### src/rtl/rcfg_pkg.sv
package rcfg_pkg;
  localparam logic [7:0] ADR_THR_LO = 8'h88;
  localparam logic [7:0] ADR_EXC    = 8'h91;
  localparam logic [7:0] ADR_CTRL   = 8'h92;
  localparam logic [7:0] ADR_SRST   = 8'hF0;
  localparam logic [7:0] ADR_FAULT  = 8'hFF;
  localparam logic [6:0] CTRL_DEF   = 7'h7E;

  typedef enum logic [1:0] {
    SRC_ZERO  = 2'd0,
    SRC_MEM   = 2'd1,
    SRC_CTRL  = 2'd2,
    SRC_FAULT = 2'd3
  } rd_src_e;
endpackage

### src/rtl/rcfg_sync.sv
module rcfg_sync #(
  parameter int N = 1,
  parameter logic [N-1:0] RST_VAL = '0
) (
  input  logic         clk,
  input  logic         rst,
  input  logic [N-1:0] d,
  output logic [N-1:0] q
);
  for (genvar i = 0; i < N; i++) begin : g_bit
    logic meta;
    always_ff @(posedge clk) begin
      if (rst) begin
        meta <= RST_VAL[i];
        q[i] <= RST_VAL[i];
      end else begin
        meta <= d[i];
        q[i] <= meta;
      end
    end
  end
endmodule

### src/rtl/rcfg_shift.sv
module rcfg_shift #(
  parameter int DW = 8
) (
  input  logic          clk,
  input  logic          rst,
  input  logic          sclk_s,
  input  logic          csn_s,
  input  logic          mosi_s,
  input  logic          tx_load,
  input  logic [DW-1:0] tx_data,
  output logic          byte_vld,
  output logic [DW-1:0] byte_q,
  output logic          miso
);
  localparam int CW = $clog2(DW);

  logic          sclk_d;
  logic [CW-1:0] bcnt;
  logic [DW-1:0] rx_sr;
  logic [DW-1:0] tx_sr;
  logic          rise, fall;

  assign rise = sclk_s & ~sclk_d & ~csn_s;
  assign fall = ~sclk_s & sclk_d & ~csn_s;

  always_ff @(posedge clk) begin
    if (rst) begin
      sclk_d   <= 1'b1;
      bcnt     <= '0;
      rx_sr    <= '0;
      tx_sr    <= '0;
      byte_vld <= 1'b0;
      byte_q   <= '0;
      miso     <= 1'b0;
    end else begin
      sclk_d   <= sclk_s;
      byte_vld <= 1'b0;
      if (csn_s) begin
        bcnt <= '0;
        miso <= 1'b0;
      end else begin
        if (rise) begin
          rx_sr <= {rx_sr[DW-2:0], mosi_s};
          if (bcnt == CW'(DW-1)) begin
            bcnt     <= '0;
            byte_vld <= 1'b1;
            byte_q   <= {rx_sr[DW-2:0], mosi_s};
          end else begin
            bcnt <= bcnt + 1'b1;
          end
        end
        if (fall) begin
          miso  <= tx_sr[DW-1];
          tx_sr <= {tx_sr[DW-2:0], 1'b0};
        end
      end
      if (tx_load) tx_sr <= tx_data;
    end
  end
endmodule

### src/rtl/rcfg_regs.sv
module rcfg_regs
  import rcfg_pkg::*;
#(
  parameter int DW = 8,
  parameter int NT = 7
) (
  input  logic          clk,
  input  logic          rst,
  input  logic          byte_vld,
  input  logic [DW-1:0] byte_q,
  input  logic          cfg_ok,
  input  logic [DW-1:0] fault_in,
  output logic          tx_load,
  output logic [DW-1:0] tx_data,
  output logic [DW-1:0] ctrl_q,
  output logic          arm_valid,
  output logic [DW-1:0] arm_addr
);
  localparam int MD = NT + 1;
  localparam int AW = $clog2(MD);

  function automatic logic in_mem(input logic [DW-1:0] a);
    return ((int'(a) >= int'(ADR_THR_LO)) && (int'(a) < int'(ADR_THR_LO) + NT))
           || (a == DW'(ADR_EXC));
  endfunction

  function automatic logic [AW-1:0] mem_idx(input logic [DW-1:0] a);
    if (a == DW'(ADR_EXC)) return AW'(NT);
    return AW'(int'(a) - int'(ADR_THR_LO));
  endfunction

  logic [DW-1:0] mem [MD];
  logic [DW-1:0] rd_q;
  logic [DW-2:0] ctrl;
  logic          err;
  logic [DW-1:0] fault_q;
  logic          ld_pend;
  rd_src_e       ld_src;
  logic          acc, is_addr, dwr, mem_we;
  rd_src_e       src_nxt;

  assign acc     = byte_vld & cfg_ok;
  assign is_addr = byte_q[DW-1];
  assign dwr     = acc & ~is_addr & arm_valid;
  assign mem_we  = dwr & in_mem(arm_addr);

  always_comb begin
    if (!acc || !is_addr)                 src_nxt = SRC_ZERO;
    else if (byte_q == DW'(ADR_FAULT))    src_nxt = SRC_FAULT;
    else if (byte_q == DW'(ADR_CTRL))     src_nxt = SRC_CTRL;
    else if (in_mem(byte_q))              src_nxt = SRC_MEM;
    else                                  src_nxt = SRC_ZERO;
  end

  always_ff @(posedge clk) begin
    if (mem_we) mem[mem_idx(arm_addr)] <= {1'b0, byte_q[DW-2:0]};
    rd_q <= mem[mem_idx(byte_q)];
  end

  always_ff @(posedge clk) begin
    if (rst) begin
      ctrl      <= CTRL_DEF;
      err       <= 1'b0;
      arm_valid <= 1'b0;
      arm_addr  <= '0;
      ld_pend   <= 1'b0;
      ld_src    <= SRC_ZERO;
      fault_q   <= '0;
    end else begin
      ld_pend <= byte_vld;
      if (byte_vld) ld_src <= src_nxt;
      if (ld_pend && ld_src == SRC_FAULT) fault_q <= fault_in;
      else                                fault_q <= fault_q | fault_in;
      if (acc) begin
        if (is_addr) begin
          arm_valid <= 1'b1;
          arm_addr  <= byte_q;
        end else if (arm_valid) begin
          arm_valid <= 1'b0;
          if (arm_addr == DW'(ADR_CTRL)) begin
            ctrl <= byte_q[DW-2:0];
            err  <= 1'b0;
          end else if (arm_addr == DW'(ADR_SRST) && byte_q == '0) begin
            ctrl <= CTRL_DEF;
            err  <= 1'b0;
          end
        end else begin
          err <= 1'b1;
        end
      end
    end
  end

  assign ctrl_q  = {err, ctrl};
  assign tx_load = ld_pend;

  always_comb begin
    case (ld_src)
      SRC_MEM:   tx_data = rd_q;
      SRC_CTRL:  tx_data = ctrl_q;
      SRC_FAULT: tx_data = fault_q;
      default:   tx_data = '0;
    endcase
  end
endmodule

### src/rtl/rcfg_port.sv
module rcfg_port
  import rcfg_pkg::*;
#(
  parameter int DW = 8,
  parameter int NT = 7
) (
  input  logic          clk,
  input  logic          rst,
  input  logic          sclk,
  input  logic          cs_n,
  input  logic          mosi,
  output logic          miso,
  input  logic          sel_a0,
  input  logic          sel_a1,
  input  logic [DW-1:0] fault_in,
  output logic [DW-2:0] cfg_ctrl
);
  logic          sclk_s, csn_s, mosi_s, a0_s, a1_s, cfg_s;
  logic          byte_vld, tx_load, arm_valid;
  logic [DW-1:0] byte_q, tx_data, ctrl_full, arm_addr;

  rcfg_sync #(.N(5), .RST_VAL(5'b11000)) u_sync (
    .clk (clk),
    .rst (rst),
    .d   ({sclk, cs_n, mosi, sel_a0, sel_a1}),
    .q   ({sclk_s, csn_s, mosi_s, a0_s, a1_s})
  );

  assign cfg_s = a0_s & ~a1_s;

  rcfg_shift #(.DW(DW)) u_shift (
    .clk      (clk),
    .rst      (rst),
    .sclk_s   (sclk_s),
    .csn_s    (csn_s),
    .mosi_s   (mosi_s),
    .tx_load  (tx_load),
    .tx_data  (tx_data),
    .byte_vld (byte_vld),
    .byte_q   (byte_q),
    .miso     (miso)
  );

  rcfg_regs #(.DW(DW), .NT(NT)) u_regs (
    .clk       (clk),
    .rst       (rst),
    .byte_vld  (byte_vld),
    .byte_q    (byte_q),
    .cfg_ok    (cfg_s),
    .fault_in  (fault_in),
    .tx_load   (tx_load),
    .tx_data   (tx_data),
    .ctrl_q    (ctrl_full),
    .arm_valid (arm_valid),
    .arm_addr  (arm_addr)
  );

  assign cfg_ctrl = ctrl_full[DW-2:0];
endmodule

### config.mk
export PLATFORM = sky130hd
export DESIGN_NAME = rcfg_port
export DESIGN_NICKNAME = d
export VERILOG_FILES = /design/src/rtl/rcfg_pkg.sv /design/src/rtl/rcfg_sync.sv /design/src/rtl/rcfg_shift.sv /design/src/rtl/rcfg_regs.sv /design/src/rtl/rcfg_port.sv
export SDC_FILE = /design/constraint.sdc
export NUM_CORES = 1
export LEC_CHECK = 0
export ABC_AREA = 1
export BUFFER_PORTS_ARGS = -buffer_cell sky130_fd_sc_hd__buf_2
export CAP_MARGIN = 5
export CORE_AREA = 2 2 94 96
export CTS_BUF_LIST = sky130_fd_sc_hd__clkbuf_2 sky130_fd_sc_hd__clkbuf_4 sky130_fd_sc_hd__clkbuf_8
export DETAILED_ROUTE_END_ITERATION = 10
export DIE_AREA = 0 0 96 98
export GPL_TIMING_DRIVEN = 0
export PLACE_DENSITY = 0.8
export SLEW_MARGIN = 20
export SYNTH_ARGS = -nofsm -noshare
export SYNTH_HDL_FRONTEND = slang
export SYNTH_SLANG_ARGS = --single-unit
### constraint.sdc
create_clock -name clk -period 2.2 [get_ports clk]
set_input_delay 0.22 -clock clk [delete_from_list [all_inputs] [get_ports clk]]
set_output_delay 0.22 -clock clk [all_outputs]
set_load 0.05 [all_outputs]
==> PnR_summary.wiki, run 1 <==
{| class="wikitable"
! Metric !! Value
|-
| Synth Area per Inst || 9.17 um^2
|-
| Hold WC Path Type || input port to flip-flop
|-
| Register area share after synthesis || 61.2%
|-
| Tot GR Track Use || 27.0%
|-
| Routed wire per std cell || 16.2 um
|-
| Total vias in the final route || 4214
|-
| H-tree levels || 4
|-
| Clock transition at path regs || 0.08 ns
|-
| DIE HEIGHT || 98 um
|-
| Buf/Inv on CP || 1
|-
| WL final || 11900 um
|-
| Number of endpoints with negative hold slack in the final report || 0
|-
| Final net count || 635
|-
| Post-Synthesis Net Count || 581
|-
| Count of max-cap constraint violations || 0
|-
| Critical Path RT || 2.29 ns
|-
| Post-synth top flop || dfxtp_1
|-
| Worst vdd ir || 0.426 mV
|-
| Signed area change from the synthesized netlist to the final layout || 16.5%
|-
| Placed Area || 5420 um^2
|-
| Worst-Margin Slew || 0.621 ns
|-
| Critical path peak fanout || 9
|-
| Number of CTS-inserted buffers || 17
|-
| Residual antenna-violating net count after detailed routing || 0
|-
| Worst reg2reg setup slack || 0.08 ns
|-
| Crit path largest cell delay || 0.44 ns
|-
| Power Density || 798 nW/um^2
|-
| Post-synthesis sequential element count || 130
|-
| Global-route wire length before repair || 19100 um
|-
| 1st-pass router iterations || 5
|-
| DRC Markers || 0
|-
| Count of flip-flops with a built-in enable after synthesis || 56
|-
| Critical Path Start Type || flip-flop
|-
| Worst slew margin relative to its limit || 58.6%
|-
| Fraction of final layout cells with drive strength greater than 1 || 14.6%
|-
| Sort of element at the end of the critical path || flip-flop
|-
| Total standard cell area after synthesis || 5170 um^2
|-
| Pleak || 2.20 nW
|-
| Worst setup path category || flip-flop to flip-flop
|-
| Count of mapped cells out of synthesis || 564
|-
| Total overflow reported by the global router || 0
|-
| Initial antenna violation count || 0
|-
| I/O pins || 23
|-
| Post-layout utilization of the core || 71.1%
|-
| Max frequency || 0.471 GHz
|-
| Pin count of the biggest net entering global routing || 17
|-
| Average via count per standard cell || 5.70
|-
| GP Congestion || 0.892
|-
| Number of standard-cell rows in the floorplan || 34
|-
| Maximum number of buffers from clock root to sink || 2
|-
| X dimension of the die || 96 um
|-
| Sequence of cells on the critical path || inv_1 -> nand2_1 -> nor2_4 -> nand4_2 -> o21ai_2 -> nand4_1 -> nor2_2
|-
| Setup repair after global routing missed its margin || true
|-
| Number of distinct library cells after synthesis || 31
|-
| Detailed Place HPWL || 7650 um
|-
| Critical path arrival || 2.21 ns
|-
| Starting Density || 61.1%
|-
| Clock latency at the later pin of the worst-skew pair || 0.44 ns
|-
| Fin crit share || 96.5%
|-
| Clock sink total || 130
|-
| Clk_skew || 0.0134 ns
|-
| Quantity of I/O buffers inserted on ports || 22
|-
| Total of endpoints with negative setup slack in the final report || 0
|-
| Clock period minus final worst setup slack || 2.12 ns
|-
| Design Area, Final || 6020 um^2
|-
| Warnings, synthesis || 0
|-
| Area of the core || 8470 um^2
|-
| TritonCTS clock tree || yes
|-
| Root Buffer || clkbuf_8
|-
| Fillers || 595
|-
| Highest-delay cell along the critical path || nor2_2
|-
| Critical path's top delay family || simple AND/OR/NAND/NOR gates
|-
| Asr flop ratio synth || 0%
|-
| Total Die Area || 9410 um^2
|-
| Status || complete, no violations
|-
| Final-report max-slew violation count || 0
|-
| Vias in the first global route || 4061
|-
| DRC marker count from the first detailed-route iteration || 434
|-
| Number of inserted diodes || 0
|}
power by group:
group	leakage, nW	internal [W]	switching (W)
Combinational	0.997	0.0000389	0.0000441
Clock	0.217	0.00124	0.000958
Sequential	0.987	0.00251	0.00000968
kinds of logic (layout without fill, tap and decap cells):
| kind of cell | after synthesis | count (layout) | share of synthesized area, % |
|---|---|---|---|
| AOI/OAI and AO/OA | 92 | 92 | 9.32 |
| adders and majority gates | 2 | 2 | 0.484 |
| buffers and inverters | 67 | 134 | 5.32 |
| DFF | 130 | 130 | 61.2 |
| and+or+nand+nor | 273 | 273 | 23.7 |
cell type report:
cell class | instances | area [um^2] | share of cell area, %
buffer | 21 | 103 | 1.70
clock inverter | 15 | 206 | 3.43
inverter | 46 | 173 | 2.87
clock buffer | 17 | 234 | 3.88
tap | 108 | 135 | 2.24
timing repair buffer | 35 | 238 | 3.95
multi-input combinational | 367 | 1770 | 29.4
sequential | 130 | 3160 | 52.5
Yosys cell counts (5+ instances only):
| cell type | n | area [um^2] |
|---|---|---|
| o21ai_0 | 40 | 200 |
| nand4_1 | 12 | 75.1 |
| a21oi_1 | 39 | 195 |
| nand3_1 | 59 | 295 |
| o21ai_1 | 6 | 30.0 |
| dfxtp_1 | 74 | 1480 |
| clkbuf_1 | 14 | 52.6 |
| nand2_1 | 111 | 417 |
| edfxtp_1 | 56 | 1680 |
| inv_1 | 38 | 143 |
| nor2_1 | 70 | 263 |
| inv_2 | 5 | 18.8 |
registers in the layout (all words and copies together), names as in the netlist:
| name | count |
|---|---|
| u_regs.mem | 56 |
| u_regs.arm_addr | 8 |
| u_regs.fault_q | 8 |
| u_shift.byte_q | 8 |
| u_shift.tx_sr | 8 |
| u_regs.ctrl | 7 |
| u_regs.rd_q | 7 |
| u_shift.rx_sr | 7 |
| u_sync.g_bit.meta | 5 |
| u_sync.q | 5 |
| u_shift.bcnt | 3 |
| u_regs.ld_src | 2 |
| u_regs.arm_valid | 1 |
| u_regs.err | 1 |
| u_regs.tx_load | 1 |
| u_shift.byte_vld | 1 |
| u_shift.miso | 1 |
| u_shift.sclk_d | 1 |
stage by stage:
stage | setup WS [ns] | setup TNS, ns | cells | total power (W) | hold WS [ns]
after floorplan | 0.444 | 0 | 564 | 0.00262 | 0.324
after global placement | 0.0767 | 0 | 694 | 0.00264 | 0.390
after detailed placement | 0.00170 | 0 | 694 | 0.00264 | 0.394
after CTS | -0.0376 | -0.633 | 738 | 0.00481 | 0.00297
after global routing | -0.0982 | -1.84 | 739 | 0.00492 | 0.0145
final | 0.0780 | 0 | 739 | 0.00481 | 0.0153
per-layer routing:
layer,share of wire (%),GRT usage [%],routed length (um),vias to the layer above
met3,7.4,6.71,886,26
met5,0,0,0,-
met1,41,35.7,4930,1983
met4,2.0,11.3,238,0
li1,-,-,-,2010
met2,49,42.5,5880,195
worst reg2reg max path: cells and delay by family (launching register included):
family | cells | cell delay (ns)
buf+inv | 1 | 0.09
compound gates | 1 | 0.12
flops | 1 | 0.32
simple gates | 5 | 1.24
cells in the final DEF, fill, tap and decap left out, drive strengths merged, types with 2 or more instances in the layout:
master | synthesis | final
nor2 | 77 | 77
dlygate4sd3 | 0 | 12
or2 | 4 | 4
buf | 7 | 30
nand4 | 13 | 13
o21ai | 47 | 47
inv | 43 | 45
a21oi | 39 | 39
nor3 | 2 | 2
clkinv | 3 | 10
edfxtp | 56 | 56
nand3 | 60 | 60
ha | 2 | 2
bufinv | 0 | 4
nand2 | 114 | 114
nand3b | 3 | 3
a211oi | 2 | 2
dfxtp | 74 | 74
clkinvlp | 0 | 2
o21a | 2 | 2
clkbuf | 14 | 31
what timing repair did:
| item | 4_1_cts | 5_1_grt |
|---|---|---|
| pin swaps | 0 | 1 |
| hold buffers | 12 | 0 |
| setup endpoints to repair | 21 | 56 |
| resized for setup | 1 | 11 |
| endpoints found under the hold margin | 12 | 0 |
| setup buffers | 0 | 1 |
path summary, 6_finish.rpt:
kind,startpoint,end,depth (start not counted)
worst min register to register,u_sync.g_bit[1].meta,u_sync.q[1],2
worst max register to register,u_regs.arm_addr[6],u_regs.mem[4][2],7
worst min-delay path,fault_in[2],u_regs.fault_q[2],3
worst max-delay path,u_regs.arm_addr[6],u_regs.mem[4][2],7
No activity file was read; power rests on OpenSTA's default activity.
==> run 2, diff against run 1 <==
Settings changed: CORE_AREA 2 2 94 96 to 3 3 95 97, DIE_AREA 0 0 96 98 to 0 0 98 100.
==> run 2 against run 1 <==
Net effect:
- fmax is 5.9% higher
- total power is 4.3% lower
- count of clock-buffer cells in the layout stayed put
- first-iteration DRC count is 23% lower
==> PnR_summary.wiki, run 2 (synthesis gave the netlist of run 1 again) <==
{| class="wikitable"
! Metric !! Value
|-
| Final-report max-slew violation count || 0 (unchanged)
|-
| Internal power || 0.00357 W (was 0.00380 W)
|-
| Status || complete, no violations (unchanged)
|-
| Worst vdd ir || 0.438 mV (was 0.426 mV)
|-
| Residual antenna-violating net count after detailed routing || 0 (unchanged)
|-
| Worst path setup slack after routing || 0.197 ns (was 0.0780 ns)
|-
| Most common cell after layout, fill and taps aside || nand2_1 (unchanged)
|-
| Worst reg2reg startpoint || u_shift.byte_vld (was u_regs.arm_addr[6])
|-
| Pleak || 2.21 nW (was 2.20 nW)
|-
| DRC marker count from the first detailed-route iteration || 335 (was 434)
|-
| DIE HEIGHT || 100 um (was 98 um)
|-
| Number of CTS-inserted buffers || 17 (unchanged)
|-
| Fillers || 567 (was 595)
|-
| Sort of element at the end of the critical path || flip-flop (unchanged)
|-
| Clock transition at path regs || 0.08 ns (about the same)
|-
| Clock period minus final worst setup slack || 2.00 ns (was 2.12 ns)
|-
| Reg power frac || 54.8% (was 52.5%)
|-
| Launching instance or port of the critical path || u_shift.byte_vld (was u_regs.arm_addr[6])
|-
| WL final || 12000 um (was 11900 um)
|-
| Portion of total power attributed to the clock network || 43.3% (was 45.8%)
|-
| X dimension of the die || 98 um (was 96 um)
|-
| Detailed Place HPWL || 7720 um (was 7650 um)
|-
| Signed area change from the synthesized netlist to the final layout || 16.1% (was 16.5%)
|-
| TritonCTS clock tree || yes (unchanged)
|-
| Worst setup path category || flip-flop to flip-flop (unchanged)
|-
| Fraction of final layout cells with drive strength greater than 1 || 15.1% (was 14.6%)
|-
| Critical Path Sink || u_regs.mem[1][1] (was u_regs.mem[4][2])
|-
| Switching power total || 0.00103 W (was 0.00101 W)
|-
| Initial antenna violation count || 0 (unchanged)
|-
| Power Density || 766 nW/um^2 (was 798 nW/um^2)
|-
| Critical Path Start Type || flip-flop (unchanged)
|-
| Routed wire per std cell || 16.2 um (about the same)
|-
| H-tree levels || 4 (unchanged)
|-
| Gate power share || 1.8% (was 1.7%)
|-
| Number of cell instances on the worst register-to-register path || 7 (unchanged)
|-
| Total Die Area || 9800 um^2 (was 9410 um^2)
|-
| Number of endpoints with negative hold slack in the final report || 0 (unchanged)
|-
| Max frequency || 0.499 GHz (was 0.471 GHz)
|-
| Critical path arrival || 2.12 ns (was 2.21 ns)
|-
| Worst r2r dst || u_regs.mem[1][1] (was u_regs.mem[4][2])
|-
| Number of flip-flops in the largest register || 56 (unchanged)
|-
| Root Buffer || clkbuf_8 (unchanged)
|-
| Final net count || 639 (was 635)
|-
| Starting Density || 62.9% (was 61.1%)
|-
| Total overflow reported by the global router || 0 (unchanged)
|-
| 1st-pass router iterations || 5 (unchanged)
|-
| Switching share of power || 22.4% (was 21.0%)
|-
| DRC Markers || 0 (unchanged)
|-
| Fin crit share || 91.0% (was 96.5%)
|-
| Clock sink total || 130 (unchanged)
|-
| Clock latency at the later pin of the worst-skew pair || 0.43 ns (was 0.44 ns)
|-
| Most flops, register || u_regs.mem (unchanged)
|-
| Area of the core || 8220 um^2 (was 8470 um^2)
|-
| Vias in the first global route || 4044 (was 4061)
|-
| Worst slew margin relative to its limit || 58.0% (was 58.6%)
|-
| Setup WS pre-CTS || -0.00437 ns (was 0.00170 ns)
|-
| Maximum number of buffers from clock root to sink || 2 (unchanged)
|-
| Number of standard-cell rows in the floorplan || 33 (was 34)
|-
| Worst reg2reg setup slack || 0.20 ns (was 0.08 ns)
|-
| Pin count of the biggest net entering global routing || 17 (unchanged)
|-
| Final hold slack || 0.00431 ns (was 0.0153 ns)
|-
| Number of inserted diodes || 0 (unchanged)
|-
| Setup repair after global routing missed its margin || false (was true)
|-
| Total vias in the final route || 4237 (was 4214)
|-
| Average via count per standard cell || 5.73 (was 5.70)
|-
| Hold WC Path Type || input port to flip-flop (unchanged)
|-
| Worst-Margin Slew || 0.630 ns (was 0.621 ns)
|-
| Most frequent cells in the layout || nand2_1, dfxtp_1, nor2_1 (unchanged)
|-
| I/O pins || 23 (unchanged)
|-
| Tot GR Track Use || 25.5% (was 27.0%)
|-
| Total of endpoints with negative setup slack in the final report || 0 (unchanged)
|-
| Count of max-cap constraint violations || 0 (unchanged)
|-
| Quantity of I/O buffers inserted on ports || 22 (unchanged)
|-
| Critical Path RT || 2.32 ns (was 2.29 ns)
|-
| Clk_skew || 0.0143 ns (was 0.0134 ns)
|-
| Global-route wire length before repair || 19500 um (was 19100 um)
|-
| Critical path peak fanout || 7 (was 9)
|-
| Post-layout total power || 0.00460 W (was 0.00481 W)
|-
| GP Congestion || 0.895 (was 0.892)
|}
[run 2: cell count changes in the layout (fill, tap and decap cells not counted)]
| cell | previous run | this run |
|---|---|---|
| buf_4 | 2 | 6 |
| inv_4 | 0 | 3 |
| bufinv_16 | 4 | 2 |
| clkinv_2 | 2 | 3 |
| clkinv_4 | 5 | 4 |
| clkinvlp_4 | 2 | 1 |
| inv_6 | 2 | 1 |
| inv_8 | 0 | 1 |
| nor2_2 | 8 | 7 |
| nor2_4 | 7 | 8 |
[run 2: how the worst min path moves through the flow]
stage,from,cells past startpoint,to
floorplan,cs_n,1,u_sync.g_bit[3].meta
global placement,u_sync.g_bit[4].meta,1,u_sync.q[4]
detailed placement,u_sync.g_bit[4].meta,1,u_sync.q[4]
CTS,fault_in[0],3,u_regs.fault_q[0]
global route,fault_in[0],3,u_regs.fault_q[0]
finish,fault_in[0],3,u_regs.fault_q[0]
[run 2: critical path, cell delays in order (launching register included)]
cell,delay [ns]
dfxtp_1,0.33
nand2_1,0.05
nor2_1,0.21
inv_1,0.12
nor2_2,0.25
nand4_1,0.26
buf_4,0.23
nor2_4,0.23
[run 2: per-stage QoR]
step / area [um^2] / instances / TNS (ns) / utilization (%)
final: 6000 / 740 / 0 / 73.1
after global routing: 6000 / 740 / 0 / 73.1
after CTS: 5930 / 735 / -1.31 / 72.2
after detailed placement: 5410 / 691 / -0.0284 / 65.9
after global placement: 5410 / 691 / 0 / 65.9
after floorplan: 5170 / 564 / 0 / -
[run 2: timing repair]
action | 4_1_cts | 5_1_grt
pin swaps | 0 | 4
buffers inserted | 0 | 5
endpoints found under the hold margin | 12 | 0
setup endpoints to repair | 42 | 56
hold buffers | 12 | 0
resized for setup | 4 | 9
cloned | 0 | 0
[run 2: layout make-up]
class                   instances  area [um^2]  area share, %
clock inverters                15          156           2.60
well taps                     105          131           2.19
clock buffers                  17          234           3.90
plain buffers                  21          103           1.71
repair buffers                 39          268           4.46
inverters                      46          173           2.88
flip-flops and latches        130         3160           52.7
multi-input cells             367         1780           29.6
[run 2: per-layer routing]
metal	vias to the layer above	part of all wire [%]	track usage, %
li1	2022	-	-
met1	1981	41	32.8
met2	201	49	42.7
met3	33	8.3	6.60
met4	0	2.0	8.20
met5	-	0	0
[run 2: power by group through the flow]
stage	logic, W	clock network [W]	registers, W
after floorplan	0.0000390	0	0.00258
after global placement	0.0000624	0	0.00258
after detailed placement	0.0000646	0	0.00258
after CTS	0.0000816	0.00199	0.00252
after global routing	0.0000939	0.00209	0.00253
final	0.0000833	0.00199	0.00252
